File: src/rtl/kl_pkg.sv
package kl_pkg;

    typedef enum logic [1:0] {
        SEQ_IDLE   = 2'd0,
        SEQ_ISSUE  = 2'd1,
        SEQ_FINISH = 2'd2
    } seq_state_t;

endpackage

File: src/rtl/kl_block_count.sv
module kl_block_count #(
    parameter int CNT_W   = 20,
    parameter int BLK_LOG = 9,
    localparam int BLK_W  = CNT_W - BLK_LOG + 1
) (
    input  logic [CNT_W-1:0] count_i,
    output logic [BLK_W-1:0] blocks_o
);

    localparam int BLK_SIZE = 1 << BLK_LOG;

    // Round up: add one block minus one, then drop the in-block bits.
    always_comb begin
        blocks_o = BLK_W'(({1'b0, count_i} + (CNT_W+1)'(BLK_SIZE - 1)) >> BLK_LOG);
    end

endmodule

File: src/rtl/kl_warp_cursor.sv
module kl_warp_cursor #(
    parameter int CNT_W    = 20,
    parameter int BLK_LOG  = 9,
    parameter int WARP_LOG = 5,
    localparam int BLK_W   = CNT_W - BLK_LOG + 1,
    localparam int WIDX_W  = BLK_LOG - WARP_LOG
) (
    input  logic              clk,
    input  logic              rst_n,
    input  logic              clear_i,
    input  logic              step_i,
    output logic [BLK_W-1:0]  block_o,
    output logic [WIDX_W-1:0] warp_o,
    output logic [CNT_W-1:0]  base_o
);

    localparam int LANES = 1 << WARP_LOG;

    logic [BLK_W-1:0]  block_q;
    logic [WIDX_W-1:0] warp_q;
    logic [CNT_W-1:0]  base_q;
    logic              wrap_block;

    assign wrap_block = (warp_q == {WIDX_W{1'b1}});

    always_ff @(posedge clk or negedge rst_n) begin
        if (!rst_n) begin
            block_q <= '0;
            warp_q  <= '0;
            base_q  <= '0;
        end else if (clear_i) begin
            block_q <= '0;
            warp_q  <= '0;
            base_q  <= '0;
        end else if (step_i) begin
            base_q <= base_q + CNT_W'(LANES);
            if (wrap_block) begin
                warp_q  <= '0;
                block_q <= block_q + BLK_W'(1);
            end else begin
                warp_q <= warp_q + WIDX_W'(1);
            end
        end
    end

    assign block_o = block_q;
    assign warp_o  = warp_q;
    assign base_o  = base_q;

endmodule

File: src/rtl/kl_lane_mask.sv
module kl_lane_mask #(
    parameter int CNT_W    = 20,
    parameter int WARP_LOG = 5,
    localparam int LANES   = 1 << WARP_LOG
) (
    input  logic [CNT_W-1:0] remain_i,
    output logic [LANES-1:0] mask_o,
    output logic             final_o
);

    // Lane i is live when more than i elements remain past the warp base.
    for (genvar i = 0; i < LANES; i++) begin : g_lane
        assign mask_o[i] = (remain_i > CNT_W'(i));
    end

    // No element left beyond this warp: it is the last one to send.
    assign final_o = (remain_i <= CNT_W'(LANES));

endmodule

File: src/rtl/kl_warp_seq.sv
module kl_warp_seq
    import kl_pkg::*;
#(
    parameter int CNT_W    = 20,
    parameter int BLK_LOG  = 9,
    parameter int WARP_LOG = 5,
    localparam int BLK_W   = CNT_W - BLK_LOG + 1,
    localparam int WIDX_W  = BLK_LOG - WARP_LOG,
    localparam int LANES   = 1 << WARP_LOG
) (
    input  logic              clk,
    input  logic              rst_n,
    input  logic              start_i,
    input  logic [CNT_W-1:0]  n_i,
    output logic [BLK_W-1:0]  num_blocks_o,
    output logic              desc_valid_o,
    input  logic              desc_ready_i,
    output logic [BLK_W-1:0]  desc_block_o,
    output logic [WIDX_W-1:0] desc_warp_o,
    output logic [CNT_W-1:0]  desc_base_o,
    output logic [LANES-1:0]  desc_mask_o,
    output logic              done_o
);

    seq_state_t state_q, state_d;

    logic [CNT_W-1:0] count_q;
    logic [BLK_W-1:0] blocks_q;
    logic [BLK_W-1:0] blocks_calc;
    logic [CNT_W-1:0] remain;
    logic             final_warp;
    logic             accept;
    logic             load;
    logic             step;
    logic             clear;

    kl_block_count #(
        .CNT_W   (CNT_W),
        .BLK_LOG (BLK_LOG)
    ) u_blocks (
        .count_i  (n_i),
        .blocks_o (blocks_calc)
    );

    kl_warp_cursor #(
        .CNT_W    (CNT_W),
        .BLK_LOG  (BLK_LOG),
        .WARP_LOG (WARP_LOG)
    ) u_cursor (
        .clk     (clk),
        .rst_n   (rst_n),
        .clear_i (clear),
        .step_i  (step),
        .block_o (desc_block_o),
        .warp_o  (desc_warp_o),
        .base_o  (desc_base_o)
    );

    assign remain = count_q - desc_base_o;

    kl_lane_mask #(
        .CNT_W    (CNT_W),
        .WARP_LOG (WARP_LOG)
    ) u_mask (
        .remain_i (remain),
        .mask_o   (desc_mask_o),
        .final_o  (final_warp)
    );

    // State register
    always_ff @(posedge clk or negedge rst_n) begin
        if (!rst_n) begin
            state_q <= SEQ_IDLE;
        end else begin
            state_q <= state_d;
        end
    end

    // Launch parameters, captured only on an accepted start
    always_ff @(posedge clk or negedge rst_n) begin
        if (!rst_n) begin
            count_q  <= '0;
            blocks_q <= '0;
        end else if (load) begin
            count_q  <= n_i;
            blocks_q <= blocks_calc;
        end
    end

    // Next state
    always_comb begin
        state_d = state_q;
        unique case (state_q)
            SEQ_IDLE: begin
                if (start_i) begin
                    state_d = (n_i == '0) ? SEQ_FINISH : SEQ_ISSUE;
                end
            end
            SEQ_ISSUE: begin
                if (accept && final_warp) begin
                    state_d = SEQ_FINISH;
                end
            end
            SEQ_FINISH: begin
                state_d = SEQ_IDLE;
            end
            default: begin
                state_d = SEQ_IDLE;
            end
        endcase
    end

    // Outputs and datapath controls
    always_comb begin
        desc_valid_o = 1'b0;
        done_o       = 1'b0;
        load         = 1'b0;
        clear        = 1'b0;
        step         = 1'b0;
        accept       = 1'b0;
        unique case (state_q)
            SEQ_IDLE: begin
                load  = start_i;
                clear = start_i;
            end
            SEQ_ISSUE: begin
                desc_valid_o = 1'b1;
                accept       = desc_ready_i;
                step         = desc_ready_i && !final_warp;
            end
            SEQ_FINISH: begin
                done_o = 1'b1;
            end
            default: begin
                done_o = 1'b0;
            end
        endcase
    end

    assign num_blocks_o = blocks_q;

endmodule

File: config.mk
export PLATFORM = sky130hd
export DESIGN_NAME = kl_warp_seq
export DESIGN_NICKNAME = d
export VERILOG_FILES = /design/src/rtl/kl_pkg.sv /design/src/rtl/kl_block_count.sv /design/src/rtl/kl_warp_cursor.sv /design/src/rtl/kl_lane_mask.sv /design/src/rtl/kl_warp_seq.sv
export SDC_FILE = /design/constraint.sdc
export NUM_CORES = 1
export LEC_CHECK = 0
export BUFFER_PORTS_ARGS = -buffer_cell sky130_fd_sc_hd__clkbuf_2
export CORE_AREA = 3 3 103 115
export CTS_CLUSTER_SIZE = 30
export DETAILED_ROUTE_END_ITERATION = 16
export DIE_AREA = 0 0 106 118
export PLACE_DENSITY = 0.73
export SYNTH_ARGS = -nofsm -noshare
export SYNTH_HDL_FRONTEND = slang
export SYNTH_SLANG_ARGS = --single-unit
File: constraint.sdc
create_clock -name clk -period 3.79 [get_ports clk]
set_clock_uncertainty 0.1 [all_clocks]
set_input_delay 0.9475 -clock clk [delete_from_list [all_inputs] [get_ports clk]]
set_output_delay 0.9475 -clock clk [all_outputs]
set_load 0.05 [all_outputs]
==> results.cfg, run 1 <==
[synthesis]
ys_top_cells_by_area = sky130_fd_sc_hd__dfrtp_1 (34%), sky130_fd_sc_hd__nand2_1 (9.8%), sky130_fd_sc_hd__o21ai_0 (5.2%)
synthArstFlopShare_pct = 100.0
yosysUniqueCellTypes = 64
post_syn_instances = 622
synth_enable_flop_cells = 0
most_common_library_cells_after_synthesis = sky130_fd_sc_hd__nand2_1 (126), sky130_fd_sc_hd__dfrtp_1 (65), sky130_fd_sc_hd__o21ai_0 (50)
mapped_cell_area_um2 = 4822
yosysMostFrequentCell = sky130_fd_sc_hd__nand2_1
synth-main-ff-cell = sky130_fd_sc_hd__dfrtp_1
yosys_warn_count = 0
seq_area_frac_synth_pct = 33.73
syn_avg_cell_area_um2 = 7.753
yosys_register_bits = 65
synth.largest_area_cell = sky130_fd_sc_hd__dfrtp_1
post-synth-top-area-fraction_pct = 33.73

[global_route]
antenna_found_initial = 0
grt_overflow_total = 0
grt_pass1_wl_mm = 23.87
gr-usage-all-layers_pct = 23.22
first_global_vias = 4866
maximum_number_of_pins_on_one_net_before_global_route_repair = 64

[clocking]
post_cts_hold_buffer_count = 0
tritoncts.num_buffers = 9
cts.reportedPaths.clkPinSlew_ps = 60
clock_insertion_delay_at_the_later_pin_of_the_skew_report_ps = 330
max-clock-path-buffers = 2
clkSinkCount = 65
tritoncts = yes
cts-root-buf = sky130_fd_sc_hd__clkbuf_16
clock_tree.htree_level_count = 3

[sta]
final.hold.worst_slack_ps = 378.1
fin_setup_tns_ps = -13720
max_freq_mhz = 233.1
final-hold-violation-count = 0
tightestPinTransition_ps = 765.2
maxSlewViolCount = 0
rsz0062_at_grt = yes
relSlewSlack_pct = 48.99
fin_crit_ps = 4289
final_critical_path_setup_slack_ps = -499.2
post-route-period-util_pct = 113.2
report.final.setup_viol = 32

[floorplan]
num_rows = 40
ios = 106
die-width_um = 106
dieArea_um2 = 12510
initial_core_util_pct = 44.61
dieHeight_um = 118
placeableCoreArea_um2 = 10810

[setup_path]
worstRegToRegCells = 12
rr_startpoint = u_cursor.base_o[7]
ff2ff_setup_slack_ps = 390
worst-endpoint-arrival_ps = 3240
cp.required_ps = 2740
endpoint_kind = output pin
criticalPathCategory = reg -> out
crit_path_start_kind = register
r2r_end = u_cursor.base_o[11]
crit_path_max_fanout = 5

[final_layout]
num_antenna_cells = 0
final_net_count = 802
drive_gt1_share_pct = 34.55
layout.area.seq_um2 = 1643
nFillCells = 954
layout.core_utilization_pct = 61.03
finished_cell_area_um2 = 6598
area_delta_synth_final_pct = 36.82
area_of_the_multi_input_gates_um2 = 3109

[pwr]
static-leakage-power_nw = 3.098
sw_frac_of_total_pct = 40.24
combPwrFrac_pct = 44.2
vdd.ir_drop.worst_v = 0.0003690
clkPwrFrac_pct = 26.5
p_switching_mw = 1.187
intPower_mw = 1.763
sequential_power_share_pct = 29.2
powerDensity_nw_per_um2 = 447.1

[routing]
drt_pre_antenna_iters = 5
residual_antenna_violating_net_count_after_detailed_routing = 0
wl_per_cell_um = 16.12
route.detailed.drc = 0
avgViaCountPerCell = 5.593
count_of_vias_placed_by_the_detailed_router = 5095
total_routed_length_mm = 14.69
dr.first_iter.drc_count = 264

[placement]
place_area_um2 = 5887
pre_cts_ws_ps = -210.2
place.port_buffers = 100
routabilityCongestion = 0.9239
dp.final_hpwl_mm = 10.70

[min_path]
hold_path_startpoint = count_q[8]
worst_hold_path_type = reg -> reg
min_delay_path_depth = 2
hold_path_end = count_q[8]

[status]
violations = negative setup slack
run_status = finished, violations left

[job]
maxCapViolations = 0
worst max-delay path, stage by stage, from the launching register on:
cell	delay (ps)
sky130_fd_sc_hd__dfrtp_2	410
sky130_fd_sc_hd__inv_2	90
sky130_fd_sc_hd__ha_4	210
sky130_fd_sc_hd__and2_4	170
sky130_fd_sc_hd__a221oi_4	330
sky130_fd_sc_hd__nand2_2	110
sky130_fd_sc_hd__a221o_1	320
sky130_fd_sc_hd__a211oi_2	260
sky130_fd_sc_hd__and3_4	210
sky130_fd_sc_hd__and3_4	220
sky130_fd_sc_hd__inv_4	50
sky130_fd_sc_hd__or3_4	330
sky130_fd_sc_hd__clkbuf_16	180
per-layer routing:
layer	GRT usage, %	vias up	share of wire, %
met5	0	-	0
met4	8.583	0	2.4
met3	3.291	29	3.7
met2	40.59	130	52
met1	28.88	2473	42
li1	-	2463	-
state kept, by name (all words and copies together), names as in the netlist:
signal	count
state_q	2
u_cursor.base_o	15
u_cursor.warp_o	4
count_q	20
u_cursor.block_o	12
num_blocks_o	12
what timing repair did:
item | CTS | global route
gates cloned | 1 | 1
endpoints found under the setup margin | 32 | 32
resized for setup | 53 | 58
setup buffers | 1 | 5
pin swaps | 1 | 8
placed cells by master (no fill, tap or decap), types with 10 or more instances in the layout:
cell type	n
sky130_fd_sc_hd__nand2_1	117
sky130_fd_sc_hd__clkbuf_2	68
sky130_fd_sc_hd__buf_4	62
sky130_fd_sc_hd__dfrtp_1	52
sky130_fd_sc_hd__o21ai_0	38
sky130_fd_sc_hd__nor2_1	38
sky130_fd_sc_hd__nand3_1	32
sky130_fd_sc_hd__a21oi_1	32
sky130_fd_sc_hd__inv_1	18
sky130_fd_sc_hd__ha_1	15
sky130_fd_sc_hd__or4_1	14
sky130_fd_sc_hd__buf_6	14
sky130_fd_sc_hd__o211ai_1	13
sky130_fd_sc_hd__dfrtp_2	13
sky130_fd_sc_hd__mux2i_1	12
sky130_fd_sc_hd__buf_8	12
sky130_fd_sc_hd__and3_1	11
sky130_fd_sc_hd__xor2_1	11
sky130_fd_sc_hd__clkbuf_16	11
sky130_fd_sc_hd__xnor2_1	10
worst max path at each step:
stage                                   from               to  slack, ps  cells past startpoint
after global placement    u_cursor.base_o[6]   desc_mask_o[7]       -240                     12
after global routing      u_cursor.base_o[7]  desc_mask_o[21]       -650                     13
after floorplan           u_cursor.base_o[8]  desc_mask_o[20]       -240                     13
final                     u_cursor.base_o[7]   desc_mask_o[5]       -500                     12
after CTS                 u_cursor.base_o[7]   desc_mask_o[5]       -470                     12
after detailed placement  u_cursor.base_o[7]   desc_mask_o[7]       -210                     12
per-stage QoR:
step	total power [mW]	instances
after floorplan	1.710	627
after global placement	2.106	887
after detailed placement	2.119	887
after CTS	2.928	905
after global routing	3.106	911
final	2.950	911
final cells by class:
cell class                      instances  share of cell area, %
Sequential cell                        65                  24.90
Inverter                               23                  1.346
Multi-Input combinational cell        493                  47.13
Timing Repair Buffer                  167                  19.50
Clock inverter                          2                 0.1896
Tap cell                              147                  2.788
Clock buffer                           14                  4.153
power by group through the flow:
stage          logic, mW  clock network, mW  registers [mW]
2_1_floorplan      0.595                  0            1.12
3_3_place_gp        1.24                  0           0.867
3_5_place_dp        1.25                  0           0.873
4_1_cts             1.27              0.797           0.861
5_1_grt             1.40              0.831           0.875
6_report            1.30              0.783           0.862
kinds of logic (layout without fill, tap and decap cells):
group	Yosys count	after routing	share of synthesized area, %
simple gates	291	291	29.79
compound gates	143	143	18.24
buf+inv	69	206	6.850
flops	65	65	33.73
xor+xnor	21	21	3.814
fa+ha+maj	19	19	4.930
mux	12	12	2.491
other cells	2	7	0.1557
(Power assumes the default switching activity.)
==> run 2: changes to the inputs <==
--- a/config.mk
+++ b/config.mk
@@ -7,6 +7,7 @@
 export LEC_CHECK = 0
 export BUFFER_PORTS_ARGS = -buffer_cell sky130_fd_sc_hd__clkbuf_2
 export CORE_AREA = 3 3 103 115
+export CTS_BUF_LIST = sky130_fd_sc_hd__clkbuf_8
 export CTS_CLUSTER_SIZE = 30
 export DETAILED_ROUTE_END_ITERATION = 16
 export DIE_AREA = 0 0 106 118
==> run 2 against run 1 <==
Effect of this change:
- sequential cell count did not move
- the run still ends with negative setup slack left
- register-to-register slack better by 60 ps
- highest routed layer unchanged
- cell area decreased by 2.1%
- worst hold slack better by 1.7 ps
- critical endpoint unchanged
- first-iteration DRC count is 14% higher
==> results.cfg, run 2 (same netlist as run 1, synthesis figures left out) <==
[clocking]
max-clock-path-buffers = 2
clock_insertion_delay_at_the_later_pin_of_the_skew_report_ps = 350
clkSinkCount = 65
post_cts_hold_buffer_count = 0
tritoncts.num_buffers = 9
cts-root-buf = sky130_fd_sc_hd__clkbuf_8
clock_tree.htree_level_count = 3
tritoncts = yes
cts.reportedPaths.clkPinSlew_ps = 70

[final_layout]
area_delta_synth_final_pct = 33.99
layout.cells.non_filler = 911
layout_commonest_cell = sky130_fd_sc_hd__nand2_1
final_net_count = 802
layout.core_utilization_pct = 59.77
largest_register_ffs = 20
largest_register = count_q
num_antenna_cells = 0
layout_common_cells = sky130_fd_sc_hd__nand2_1 (118), sky130_fd_sc_hd__clkbuf_2 (68), sky130_fd_sc_hd__buf_4 (63)
drive_gt1_share_pct = 33.51
finished_cell_area_um2 = 6461

[sta]
max_freq_mhz = 233.0
rsz0062_at_grt = yes
final_critical_path_setup_slack_ps = -502.5
final.hold.worst_slack_ps = 379.8
tightestPinTransition_ps = 762.6
relSlewSlack_pct = 49.16
post-route-period-util_pct = 113.3
maxSlewViolCount = 0
report.final.setup_viol = 32
final-hold-violation-count = 0
fin_crit_ps = 4293
fin_setup_tns_ps = -13950

[global_route]
grt_overflow_total = 0
antenna_found_initial = 0
maximum_number_of_pins_on_one_net_before_global_route_repair = 64
gr-usage-all-layers_pct = 22.92
grt_pass1_wl_mm = 23.58
first_global_vias = 4843

[floorplan]
dieArea_um2 = 12510
initial_core_util_pct = 44.61
ios = 106
placeableCoreArea_um2 = 10810
die-width_um = 106
dieHeight_um = 118
num_rows = 40

[setup_path]
crit_path_start_kind = register
criticalPathCategory = reg -> out
path_buf_inv = 2
cp_top_family = compound AO/OA/AOI/OAI gates
critical-path-slowest-cell = sky130_fd_sc_hd__dfrtp_1
endpoint_kind = output pin
crit_path_max_incr_delay_ps = 440
cp.required_ps = 2740
cell_with_the_most_instances_on_the_worst_path = sky130_fd_sc_hd__and3_4
worst-endpoint-arrival_ps = 3250
crit_path_max_fanout = 5
crit_chain = ha_4, a21o_1, a311oi_2, a211o_1, a221o_1, a211oi_2, and3_4, and3_4, inv_4, or3_4, clkbuf_16

[routing]
dr.first_iter.drc_count = 301
total_routed_length_mm = 14.63
wl_per_cell_um = 16.05
avgViaCountPerCell = 5.617
drt_pre_antenna_iters = 5
count_of_vias_placed_by_the_detailed_router = 5117
residual_antenna_violating_net_count_after_detailed_routing = 0
route.detailed.drc = 0

[placement]
dp.final_hpwl_mm = 10.70
placed_insts = 887
place_area_um2 = 5887
pre_cts_ws_ps = -210.2
routabilityCongestion = 0.9239
place.port_buffers = 100

[status]
violations = negative setup slack
run_status = finished, violations left

[job]
maxCapViolations = 0

[pwr]
clkPwrFrac_pct = 20.3
vdd.ir_drop.worst_v = 0.0005222
combPwrFrac_pct = 47.9
sw_frac_of_total_pct = 42.77
p_switching_mw = 1.161
intPower_mw = 1.554
static-leakage-power_nw = 3.056
finalPower_mw = 2.715
powerDensity_nw_per_um2 = 420.2
sequential_power_share_pct = 31.7

[min_path]
worst_hold_path_type = reg -> reg
run 2: cell types whose count changed in the layout (fill, tap and decap cells not counted), sizes merged:
cell	delta
buf	-2
inv	+2
run 2: layout make-up:
cell class	count	area, µm²
fillers	974	4349
multi-input cells	493	3080
flip-flops and latches	65	1643
repair buffers	167	1280
well taps	147	183.9
clock buffers	12	165.2
inverters	23	88.84
clock inverters	4	20.02
run 2: layer usage:
| metal | global-route usage [%] | wire (µm) | vias up |
|---|---|---|---|
| met5 | 0 | 0 | - |
| met4 | 8.988 | 294 | 0 |
| met3 | 3.456 | 586 | 24 |
| met2 | 39.63 | 7655 | 151 |
| met1 | 28.56 | 6089 | 2483 |
| li1 | - | - | 2459 |
run 2: repair_timing:
action	4_1_cts	5_1_grt
gates resized for setup	53	47
buffers inserted	1	5
endpoints found under the hold margin	0	0
pin swaps	1	8
setup endpoints to repair	32	32
gates cloned	1	1
run 2: worst register-to-register path, cell delays in order, from the launching register on:
cell	delay [ps]
sky130_fd_sc_hd__dfrtp_2	400
sky130_fd_sc_hd__inv_1	80
sky130_fd_sc_hd__ha_2	310
sky130_fd_sc_hd__buf_4	160
sky130_fd_sc_hd__nand3_1	80
sky130_fd_sc_hd__o211ai_1	170
sky130_fd_sc_hd__buf_4	190
sky130_fd_sc_hd__o41ai_4	320
sky130_fd_sc_hd__a211oi_2	130
sky130_fd_sc_hd__and3_4	200
sky130_fd_sc_hd__buf_4	150
sky130_fd_sc_hd__and3_4	260
sky130_fd_sc_hd__or4_1	550
sky130_fd_sc_hd__mux2i_1	130
run 2: worst paths after layout:
check                                     from                   to  slack, ps  cells past startpoint
setup / recovery                   count_q[15]       desc_mask_o[5]       -500                     11
hold / removal                      count_q[8]           count_q[8]        380                      2
setup reg to reg           u_cursor.base_o[12]  u_cursor.base_o[11]        450                     13
hold reg to reg                     count_q[8]           count_q[8]        380                      2
max in group asynchronous                rst_n   u_cursor.base_o[5]       2390                      2
min in group asynchronous                rst_n  u_cursor.base_o[17]        420                      1
run 2: power groups by stage:
stage | clock [mW] | sequential [mW] | combinational (mW)
6_report | 0.553 | 0.862 | 1.30
3_3_place_gp | 0 | 0.867 | 1.24
3_5_place_dp | 0 | 0.873 | 1.25
4_1_cts | 0.561 | 0.859 | 1.27
5_1_grt | 0.594 | 0.872 | 1.40
2_1_floorplan | 0 | 1.12 | 0.595
==> run 3: changes to the inputs <==
--- a/config.mk
+++ b/config.mk
@@ -11,7 +11,7 @@
 export CTS_CLUSTER_SIZE = 30
 export DETAILED_ROUTE_END_ITERATION = 16
 export DIE_AREA = 0 0 106 118
-export PLACE_DENSITY = 0.73
+export PLACE_DENSITY = 0.7
 export SYNTH_ARGS = -nofsm -noshare
 export SYNTH_HDL_FRONTEND = slang
 export SYNTH_SLANG_ARGS = --single-unit
==> run 3 against run 2 <==
Effect of this change:
- the flow still finishes with violations (negative setup slack)
- setup slack got worse by 82 ps
- total power increased by 1.6%
- routed wire length fell by 2.2%
- die area is the same
- critical path type unchanged
==> results.cfg, run 3 (same netlist as run 1, synthesis figures left out) <==
[placement]
dp.final_hpwl_mm = 10.48
routabilityCongestion = 0.9138
place_area_um2 = 5902
pre_cts_ws_ps = -317.4
place.port_buffers = 100

[pwr]
powerDensity_nw_per_um2 = 431.2
vdd.ir_drop.worst_v = 0.0004136
static-leakage-power_nw = 3.018

[clocking]
tritoncts = yes
cts.reportedPaths.clkPinSlew_ps = 80
max-clock-path-buffers = 2
clock_insertion_delay_at_the_later_pin_of_the_skew_report_ps = 360
clock_tree.htree_level_count = 3
cts-root-buf = sky130_fd_sc_hd__clkbuf_8
tritoncts.num_buffers = 9
clkSinkCount = 65

[global_route]
gr-usage-all-layers_pct = 22.91
grt_overflow_total = 0
grt_pass1_wl_mm = 23.36
maximum_number_of_pins_on_one_net_before_global_route_repair = 66
antenna_found_initial = 0
first_global_vias = 4664

[setup_path]
cp.required_ps = 2740
path_buf_inv = 2
crit_path_max_fanout = 7
crit_path_max_incr_delay_ps = 440
crit_chain = ha_2, a21oi_1, a21bo_2, a311oi_2, nand4_2, nor4b_4, and3_4, inv_4, or3_4, clkbuf_16
worst-endpoint-arrival_ps = 3330
endpoint_kind = output pin
r2r_end = u_cursor.base_o[11]
ff2ff_setup_slack_ps = 270
critical-path-slowest-cell = sky130_fd_sc_hd__ha_2
worstRegToRegCells = 14
criticalPathCategory = reg -> out
cp_top_family = simple AND/OR/NAND/NOR gates
crit_path_start_kind = register
rr_startpoint = u_cursor.base_o[7]

[min_path]
hold_path_end = num_blocks_o[1]
worst_hold_path_type = reg -> reg
hold_path_startpoint = num_blocks_o[1]
min_delay_path_depth = 2

[status]
violations = negative setup slack
run_status = finished, violations left

[final_layout]
layout_commonest_cell = sky130_fd_sc_hd__nand2_1
layout.core_utilization_pct = 59.17
final_net_count = 804
finished_cell_area_um2 = 6396
largest_register_ffs = 20
num_antenna_cells = 0
drive_gt1_share_pct = 33.94
nFillCells = 1015
layout_common_cells = sky130_fd_sc_hd__nand2_1 (120), sky130_fd_sc_hd__buf_4 (75), sky130_fd_sc_hd__clkbuf_2 (68)
largest_register = count_q
area_delta_synth_final_pct = 32.64

[routing]
wl_per_cell_um = 15.67
drt_pre_antenna_iters = 5
residual_antenna_violating_net_count_after_detailed_routing = 0
total_routed_length_mm = 14.30
dr.first_iter.drc_count = 365
route.detailed.drc = 0
avgViaCountPerCell = 5.473
count_of_vias_placed_by_the_detailed_router = 4997

[floorplan]
ios = 106
initial_core_util_pct = 44.61
num_rows = 40
dieArea_um2 = 12510
placeableCoreArea_um2 = 10810
dieHeight_um = 118
die-width_um = 106

[sta]
final_critical_path_setup_slack_ps = -584.6
final-hold-violation-count = 0
maxSlewViolCount = 0
tightestPinTransition_ps = 842.4
fin_crit_ps = 4375
post-route-period-util_pct = 115.4
relSlewSlack_pct = 43.84
rsz0062_at_grt = yes
report.final.setup_viol = 32
max_freq_mhz = 228.6

[job]
maxCapViolations = 0
-- run 3: timing repair --
| item | CTS | global route |
|---|---|---|
| endpoints found under the setup margin | 32 | 32 |
| gates cloned | 0 | 0 |
| setup buffers | 6 | 2 |
| pin swaps | 7 | 6 |
| gates resized for setup | 48 | 27 |
| hold buffers | 0 | 0 |
-- run 3: area by class of cell --
class | instances | area (µm²) | share of cell area [%]
multi-input combinational | 493 | 3109 | 48.61
timing repair buffer | 169 | 1186 | 18.54
clock inverter | 4 | 20.02 | 0.3130
clock buffer | 12 | 165.2 | 2.582
inverter | 23 | 88.84 | 1.389
tap | 147 | 183.9 | 2.876
sequential | 65 | 1643 | 25.68
-- run 3: power by group --
part           total, mW  switching [mW]  leakage, nW  internal [mW]
registers          0.859          0.0803        0.843          0.779
clock network      0.556           0.271        0.101          0.285
logic               1.34           0.828         2.07          0.515
-- run 3: layer usage --
layer  track usage, %  wire [µm]  vias to the layer above
met1            30.03       6107                     2380
met5                0          0                        -
met4            7.126        253                        0
li1                 -          -                     2461
met2            38.52       7260                      137
met3            3.895        682                       19
-- run 3: worst max-delay path by stage --
stage / start / end / slack, ps / cells after the start
after floorplan: u_cursor.base_o[8] / desc_mask_o[20] / -240 / 13
after global placement: u_cursor.base_o[7] / desc_mask_o[7] / -320 / 12
after detailed placement: u_cursor.base_o[7] / desc_mask_o[24] / -320 / 12
after CTS: u_cursor.base_o[7] / desc_mask_o[7] / -560 / 12
after global routing: u_cursor.base_o[12] / desc_mask_o[6] / -680 / 11
final: count_q[16] / desc_mask_o[6] / -580 / 10
-- run 3: stage by stage --
stage               hold WS (ps)  total power [mW]  setup TNS (ps)  cells
finish                     388.1             2.758          -15770    913
global route               420.1             2.910          -19630    913
CTS                        391.8             2.729          -15630    911
detailed placement         376.1             2.129           -8221    889
global placement           367.2             2.109           -7992    889
floorplan                  349.7             1.710           -5834    627
-- run 3: tightest hold or removal path: stages (launching register included) --
cell and delay, ps:
sky130_fd_sc_hd__dfrtp_1 340, sky130_fd_sc_hd__nand2_1 50, sky130_fd_sc_hd__o21ai_0 60
